## config.mk

```make
export PLATFORM = sky130hd
export DESIGN_NAME = zq_code_loader
export DESIGN_NICKNAME = d
export VERILOG_FILES = /design/src/rtl/zq_load_pkg.sv /design/src/rtl/zq_rise_detect.sv /design/src/rtl/zq_snapshot.sv /design/src/rtl/zq_code_reg.sv /design/src/rtl/zq_code_loader.sv
export SDC_FILE = /design/constraint.sdc
export NUM_CORES = 1
export LEC_CHECK = 0
export BUFFER_PORTS_ARGS = -buffer_cell sky130_fd_sc_hd__buf_2
export CELL_PAD_IN_SITES_DETAIL_PLACEMENT = 1
export CELL_PAD_IN_SITES_GLOBAL_PLACEMENT = 1
export CORE_UTILIZATION = 25
export CTS_BUF_LIST = sky130_fd_sc_hd__clkbuf_16
export CTS_CLUSTER_DIAMETER = 200
export CTS_CLUSTER_SIZE = 20
export DETAILED_ROUTE_END_ITERATION = 6
export PLACE_DENSITY_LB_ADDON = 0.1
export SYNTH_ARGS = -nofsm -noshare
export SYNTH_HDL_FRONTEND = slang
export SYNTH_HIERARCHICAL = 1
export SYNTH_SLANG_ARGS = --single-unit
```

## constraint.sdc

```tcl
create_clock -name clk -period 2.8 [get_ports clk]
set_clock_uncertainty 0.1 [all_clocks]
set_input_delay 0.14 -clock clk [delete_from_list [all_inputs] [get_ports clk]]
set_output_delay 0.14 -clock clk [all_outputs]
set_load 0.02 [all_outputs]
```

## src/rtl/zq_load_pkg.sv

```systemverilog
package zq_load_pkg;
    typedef enum logic [0:0] {
        ST_IDLE  = 1'b0,
        ST_ARMED = 1'b1
    } ld_state_e;

    localparam logic TGT_PU = 1'b0;
    localparam logic TGT_PD = 1'b1;
endpackage

```

## src/rtl/zq_rise_detect.sv

```systemverilog
module zq_rise_detect (
    input  logic clk,
    input  logic rst_n,
    input  logic level,
    output logic rise
);
    logic level_q;

    always_ff @(posedge clk or negedge rst_n) begin
        if (!rst_n) level_q <= 1'b0;
        else        level_q <= level;
    end

    assign rise = level & ~level_q;

    // one edge per high phase
    p_rise_single_r3: assert property (@(posedge clk) disable iff (!rst_n)
        rise |=> !rise);
endmodule

```

## src/rtl/zq_snapshot.sv

```systemverilog
module zq_snapshot #(
    parameter int PU_W = 5,
    parameter int PD_W = 4
) (
    input  logic            clk,
    input  logic            rst_n,
    input  logic            capture,
    input  logic            sel_in,
    input  logic [PU_W-1:0] pu_in,
    input  logic [PD_W-1:0] pd_in,
    output logic            sel_q,
    output logic [PU_W-1:0] pu_q,
    output logic [PD_W-1:0] pd_q
);
    always_ff @(posedge clk or negedge rst_n) begin
        if (!rst_n) begin
            sel_q <= 1'b0;
            pu_q  <= '0;
            pd_q  <= '0;
        end else if (capture) begin
            sel_q <= sel_in;
            pu_q  <= pu_in;
            pd_q  <= pd_in;
        end
    end

    // snapshot moves only on capture
    p_snap_hold_r6: assert property (@(posedge clk) disable iff (!rst_n)
        !capture |=> ($stable(pu_q) && $stable(pd_q) && $stable(sel_q)));
endmodule

```

## src/rtl/zq_code_reg.sv

```systemverilog
module zq_code_reg #(
    parameter int W = 5
) (
    input  logic         clk,
    input  logic         rst_n,
    input  logic         we_hw,
    input  logic [W-1:0] d_hw,
    input  logic         we_sw,
    input  logic [W-1:0] d_sw,
    output logic [W-1:0] code,
    output logic [W-1:0] code_nb
);
    localparam logic [W-1:0] CODE_MAX = '1;
    localparam logic [W-1:0] NB_RST   = W'(1);

    logic [W-1:0] code_d;
    logic [W-1:0] nb_d;
    logic         we;

    always_comb begin
        we     = we_hw | we_sw;
        code_d = we_sw ? d_sw : d_hw;
        nb_d   = (code_d == CODE_MAX) ? CODE_MAX : code_d + 1'b1;
    end

    always_ff @(posedge clk or negedge rst_n) begin
        if (!rst_n) begin
            code    <= '0;
            code_nb <= NB_RST;
        end else if (we) begin
            code    <= code_d;
            code_nb <= nb_d;
        end
    end

    // neighbour is saturating code+1
    p_nb_sat_r9: assert property (@(posedge clk) disable iff (!rst_n)
        code_nb == ((code == CODE_MAX) ? CODE_MAX : code + 1'b1));
    // immediate write wins
    p_sw_wins_r11: assert property (@(posedge clk) disable iff (!rst_n)
        we_sw |=> code == $past(d_sw));
    // no write, no change
    p_hold_r2: assert property (@(posedge clk) disable iff (!rst_n)
        (!we_hw && !we_sw) |=> $stable(code));
endmodule

```

## src/rtl/zq_code_loader.sv

```systemverilog
module zq_code_loader
    import zq_load_pkg::*;
#(
    parameter int PU_W = 5,
    parameter int PD_W = 4
) (
    input  logic            clk,
    input  logic            rst_n,
    input  logic            cal_en,
    input  logic            hw_en,
    input  logic            hw_trig,
    input  logic            sw_en,
    input  logic            sw_go,
    input  logic            sel_pd,
    input  logic            refresh_evt,
    input  logic [PU_W-1:0] pu_code,
    input  logic [PD_W-1:0] pd_code,
    output logic [PU_W-1:0] pu_drv,
    output logic [PU_W-1:0] pu_drv_nb,
    output logic [PD_W-1:0] pd_drv,
    output logic [PD_W-1:0] pd_drv_nb,
    output logic            busy
);
    ld_state_e       state_q, state_d;
    logic            trig_rise;
    logic            arm_ok;
    logic            capture;
    logic            hw_apply;
    logic            sw_apply;
    logic            pend_sel;
    logic [PU_W-1:0] pend_pu;
    logic [PD_W-1:0] pend_pd;

    zq_rise_detect u_rise (
        .clk   (clk),
        .rst_n (rst_n),
        .level (hw_trig),
        .rise  (trig_rise)
    );

    zq_snapshot #(.PU_W(PU_W), .PD_W(PD_W)) u_snap (
        .clk     (clk),
        .rst_n   (rst_n),
        .capture (capture),
        .sel_in  (sel_pd),
        .pu_in   (pu_code),
        .pd_in   (pd_code),
        .sel_q   (pend_sel),
        .pu_q    (pend_pu),
        .pd_q    (pend_pd)
    );

    assign arm_ok   = cal_en & hw_en & trig_rise;
    assign sw_apply = cal_en & sw_en & sw_go;

    // state register
    always_ff @(posedge clk or negedge rst_n) begin
        if (!rst_n) state_q <= ST_IDLE;
        else        state_q <= state_d;
    end

    // next state: ARM, COMMIT, CANCEL, REARM
    always_comb begin
        state_d = state_q;
        unique case (state_q)
            ST_IDLE: begin
                if (arm_ok) state_d = ST_ARMED;
            end
            ST_ARMED: begin
                if (!cal_en)          state_d = ST_IDLE;
                else if (arm_ok)      state_d = ST_ARMED;
                else if (refresh_evt) state_d = ST_IDLE;
            end
            default: state_d = ST_IDLE;
        endcase
    end

    // outputs and strobes
    always_comb begin
        busy     = 1'b0;
        capture  = 1'b0;
        hw_apply = 1'b0;
        unique case (state_q)
            ST_IDLE: begin
                capture = arm_ok;
            end
            ST_ARMED: begin
                busy     = 1'b1;
                capture  = arm_ok;
                hw_apply = cal_en & refresh_evt;
            end
            default: ;
        endcase
    end

    zq_code_reg #(.W(PU_W)) u_pu_reg (
        .clk     (clk),
        .rst_n   (rst_n),
        .we_hw   (hw_apply && (pend_sel == TGT_PU)),
        .d_hw    (pend_pu),
        .we_sw   (sw_apply && (sel_pd == TGT_PU)),
        .d_sw    (pu_code),
        .code    (pu_drv),
        .code_nb (pu_drv_nb)
    );

    zq_code_reg #(.W(PD_W)) u_pd_reg (
        .clk     (clk),
        .rst_n   (rst_n),
        .we_hw   (hw_apply && (pend_sel == TGT_PD)),
        .d_hw    (pend_pd),
        .we_sw   (sw_apply && (sel_pd == TGT_PD)),
        .d_sw    (pd_code),
        .code    (pd_drv),
        .code_nb (pd_drv_nb)
    );

    p_arm_sets_busy_r2: assert property (@(posedge clk) disable iff (!rst_n)
        arm_ok |=> busy);
    p_refresh_completes_r4: assert property (@(posedge clk) disable iff (!rst_n)
        (busy && refresh_evt && cal_en && !trig_rise) |=> !busy);
    p_cal_off_cancels_r10: assert property (@(posedge clk) disable iff (!rst_n)
        !cal_en |=> !busy);
    p_no_arm_disabled_r12: assert property (@(posedge clk) disable iff (!rst_n)
        (!busy && !(cal_en && hw_en)) |=> !busy);
    p_idle_refresh_r5: assert property (@(posedge clk) disable iff (!rst_n)
        (!busy && refresh_evt && !sw_apply) |=> ($stable(pu_drv) && $stable(pd_drv)));
endmodule

```

==> summary.txt <==
Outcome
  – Status: completed

Synthesis
  – Yosys top cell by area: dfrtp_1
  – #FFs+latches synth: 30
  – Top-area cell type share of the netlist area: around 44%
  – Most frequent cell after synthesis: dfrtp_1
  – Yosys warns: 6
  – Ys async rst share: 100%
  – Cell count after synthesis: between 100 and 150
  – Sequential share of the synthesized area: 47.4%
  – Distinct cells, synth: 36
  – Top FF cell, synth: dfrtp_1
  – Syn Nets: 168
  – Post-Syn Area: about 1600 um2
  – Commonest cells in the synthesized netlist: dfrtp_1 (28), nor2_1 (21), mux2_4 (11)
  – Mapped Avg Cell Area: ~11 um2
  – Synth area leaders: dfrtp_1 (44%), mux2_4 (10%), nor2_1 (5.0%)
  – Post-synth EDFFs: 0

Routing
  – Remaining DRCs: 0
  – First drt pass iteration count: 3
  – Via density: roughly 4.7
  – Routed Antenna Nets: 0
  – Vias after detailed routing: 1240
  – Drt initial violations: 38
  – Total wire length: about 4000 um
  – Wire length per cell: ~15 um

Min path
  – Hold Crit Class: in -> reg

Pwr
  – Clock power frac: between 30% and 40%
  – Sw Share: 31.6%
  – Comb pwr share: around 28%
  – Internal: approximately 1100 uW
  – Cell Pwr Density: 791 nW/um2
  – Sequential Power Share: about two fifths
  – Final Total Pwr: 1560 uW
  – Lkg Pwr: 0.000906 uW
  – Net switching power: 494 uW
  – Worst vdd ir: 288 uV

Global route
  – GR Overflow Total: 0
  – Number of global-route vias before repair: 1356
  – Pin count of the biggest net entering global routing: 31
  – Initial antenna violation count: 0
  – GRT Overall Usage: approximately 14%
  – First-pass GRT wire length: 6740 um

Layout
  – NumNets Final: roughly 210
  – Share of layout cells above drive strength 1: around a third
  – Post-route cell area: roughly 2000 um2
  – Inserted Diodes: 0
  – Area growth syn-to-layout: 24.4%

Run
  – Max_cap viols: 0

STA
  – Slew Limit Headroom: 51.2%
  – Final setup viols: 0
  – Final Cycle Share: 65.7%
  – Setup_tns: 0 ns
  – Tmin final: between 1.5 and 2 ns
  – Fin worst setup slack: about 0.96 ns
  – Setup repair after global routing missed its margin: no
  – Final hold viol count: 0
  – Worst-Margin Slew: about 0.73 ns
  – Final Max Slew Viols: 0
  – Worst-case hold slack: ~0.018 ns
  – Fmax: 544 MHz

Floorplanning
  – Num rows: 28
  – Io pins: 37
  – Die Height: between 80 and 90 um
  – Die X: around 82 um
  – Initial cell density of the core: a little over a quarter
  – CORE AREA: 6030 um2
  – Die area: approximately 6700 um2

CTS
  – Hold buffers post-CTS: 2
  – Depth of the CTS H-tree: 2
  – TritonCTS Buffers: 5
  – Post_cts resized: 0
  – Root Buffer: clkbuf_16
  – CTS sink count: 30
  – Worst skew pair latency: 0.27 ns
  – Clock-pin slew on the worst setup and hold paths: approximately 0.050 ns
  – CTS tree: yes
  – Post-CTS setup repair buffer count: 0
  – Clock Tree Buf Depth: 2

Placement
  – Pre-CTS WS: between 0.7 and 0.8 ns
  – Area after DPL: roughly 1800 um2
  – Gp weighted congestion: between 0.8 and 0.9
  – Port buffer count: 36
  – Hpwl dp: roughly 3000 um

Setup path
  – Worst Setup End Kind: flop
  – Slowest-stage cell, CP: and3_1
  – Crit-path cells: dlygate4sd3_1 -> buf_2 -> nor2b_4 -> and3_1 -> mux2_4
  – WP data required: between 2 and 3 ns
  – Bufs and invs on worst path: 2
  – CP max stage delay: 0.64 ns
  – Crit-path max FO: 10
  – Crit path kind: in -> reg
  – CP startpoint kind: input pin
  – Top Family by Delay on Critical Path: simple AND/OR/NAND/NOR gates
  – Critical Path AT: 1.89 ns
==> layout make-up <==
type,instances,area (um2)
Clock buffer,5,125
Fill cell,691,4050
Sequential cell,30,753
Multi-Input combinational cell,106,752
Clock inverter,3,11.3
Inverter,5,18.8
Timing Repair Buffer,41,223
Tap cell,75,93.8
==> registers in the layout, summed over array words and instances, names as in the netlist <==
name              cells
u_pd_reg/code         4
u_snap/pd_q           4
u_pd_reg/code_nb      4
u_rise/level_q        1
u_snap/pu_q           5
state_q               1
u_snap/sel_q          1
u_pu_reg/code_nb      5
u_pu_reg/code         5
==> stage by stage <==
step	cells	util, %
after floorplan	148	-
after global placement	255	30.2
after detailed placement	255	30.2
after CTS	265	32.8
after global routing	265	32.8
final	265	32.8
==> worst min-delay path: cells and delay by family <==
family | cells | cell delay [ns]
AOI/OAI and AO/OA | 1 | 0.05
buffers and inverters | 1 | 0.10
and+or+nand+nor | 1 | 0.05
==> final timing paths <==
kind / from / end / slack [ns] / depth (start not counted)
setup / recovery: hw_trig / u_snap/pu_q[1] / 0.96 / 5
hold / removal: hw_en / state_q / 0.02 / 3
setup reg to reg: u_snap/pu_q[0] / u_pu_reg/code_nb[3] / 1.03 / 7
hold reg to reg: u_pd_reg/code[0] / u_pd_reg/code[0] / 0.38 / 1
max in group asynchronous: rst_n / u_snap/pu_q[1] / 1.78 / 2
min in group asynchronous: rst_n / u_pu_reg/code[3] / 0.36 / 2
==> logic make-up after synthesis <==
group | count (synthesis) | share of synthesized area (%)
simple gates | 52 | 16.2
compound gates | 30 | 12.0
flops | 30 | 47.4
mux | 21 | 16.9
buf+inv | 12 | 5.27
fa+ha+maj | 2 | 1.57
xor+xnor | 1 | 0.551
==> cells in the final DEF (no fill, tap or decap), types with 2 or more instances in the layout <==
cell type | netlist | final
clkbuf_16 | 0 | 5
nand3b_1 | 2 | 2
nand4_1 | 2 | 2
or2_1 | 2 | 2
mux2i_1 | 7 | 7
ha_1 | 2 | 2
a31oi_1 | 2 | 2
nand2_1 | 9 | 9
inv_1 | 5 | 5
dfrtp_1 | 28 | 28
nor2_1 | 21 | 21
mux2_4 | 11 | 11
dfstp_2 | 2 | 2
o21ai_0 | 6 | 6
a21boi_1 | 2 | 2
mux2_2 | 3 | 3
buf_4 | 0 | 3
a21o_1 | 2 | 2
a21oi_1 | 7 | 7
and3_1 | 4 | 4
nand3_1 | 6 | 6
clkinv_1 | 0 | 3
buf_2 | 1 | 36
dlygate4sd3_1 | 0 | 2
o21ai_1 | 2 | 2
o22a_1 | 4 | 4
==> per-layer routing <==
layer	vias to the layer above	wire length (um)	share of wire, %	global-route usage [%]
met5	-	0	0	0
met4	0	0	0	3.68
met3	0	156	3.9	3.78
met2	24	2040	51	24.4
met1	611	1810	45	15.9
li1	605	-	-	-
==> power groups by stage <==
stage          logic (uW)  registers (uW)  clock network (uW)
4_1_cts               455             628                 513
2_1_floorplan         206             714                   0
6_report              446             626                 492
3_5_place_dp          449             635                   0
5_1_grt               489             645                 535
3_3_place_gp          444             631                   0
(Power assumes the default switching activity.)
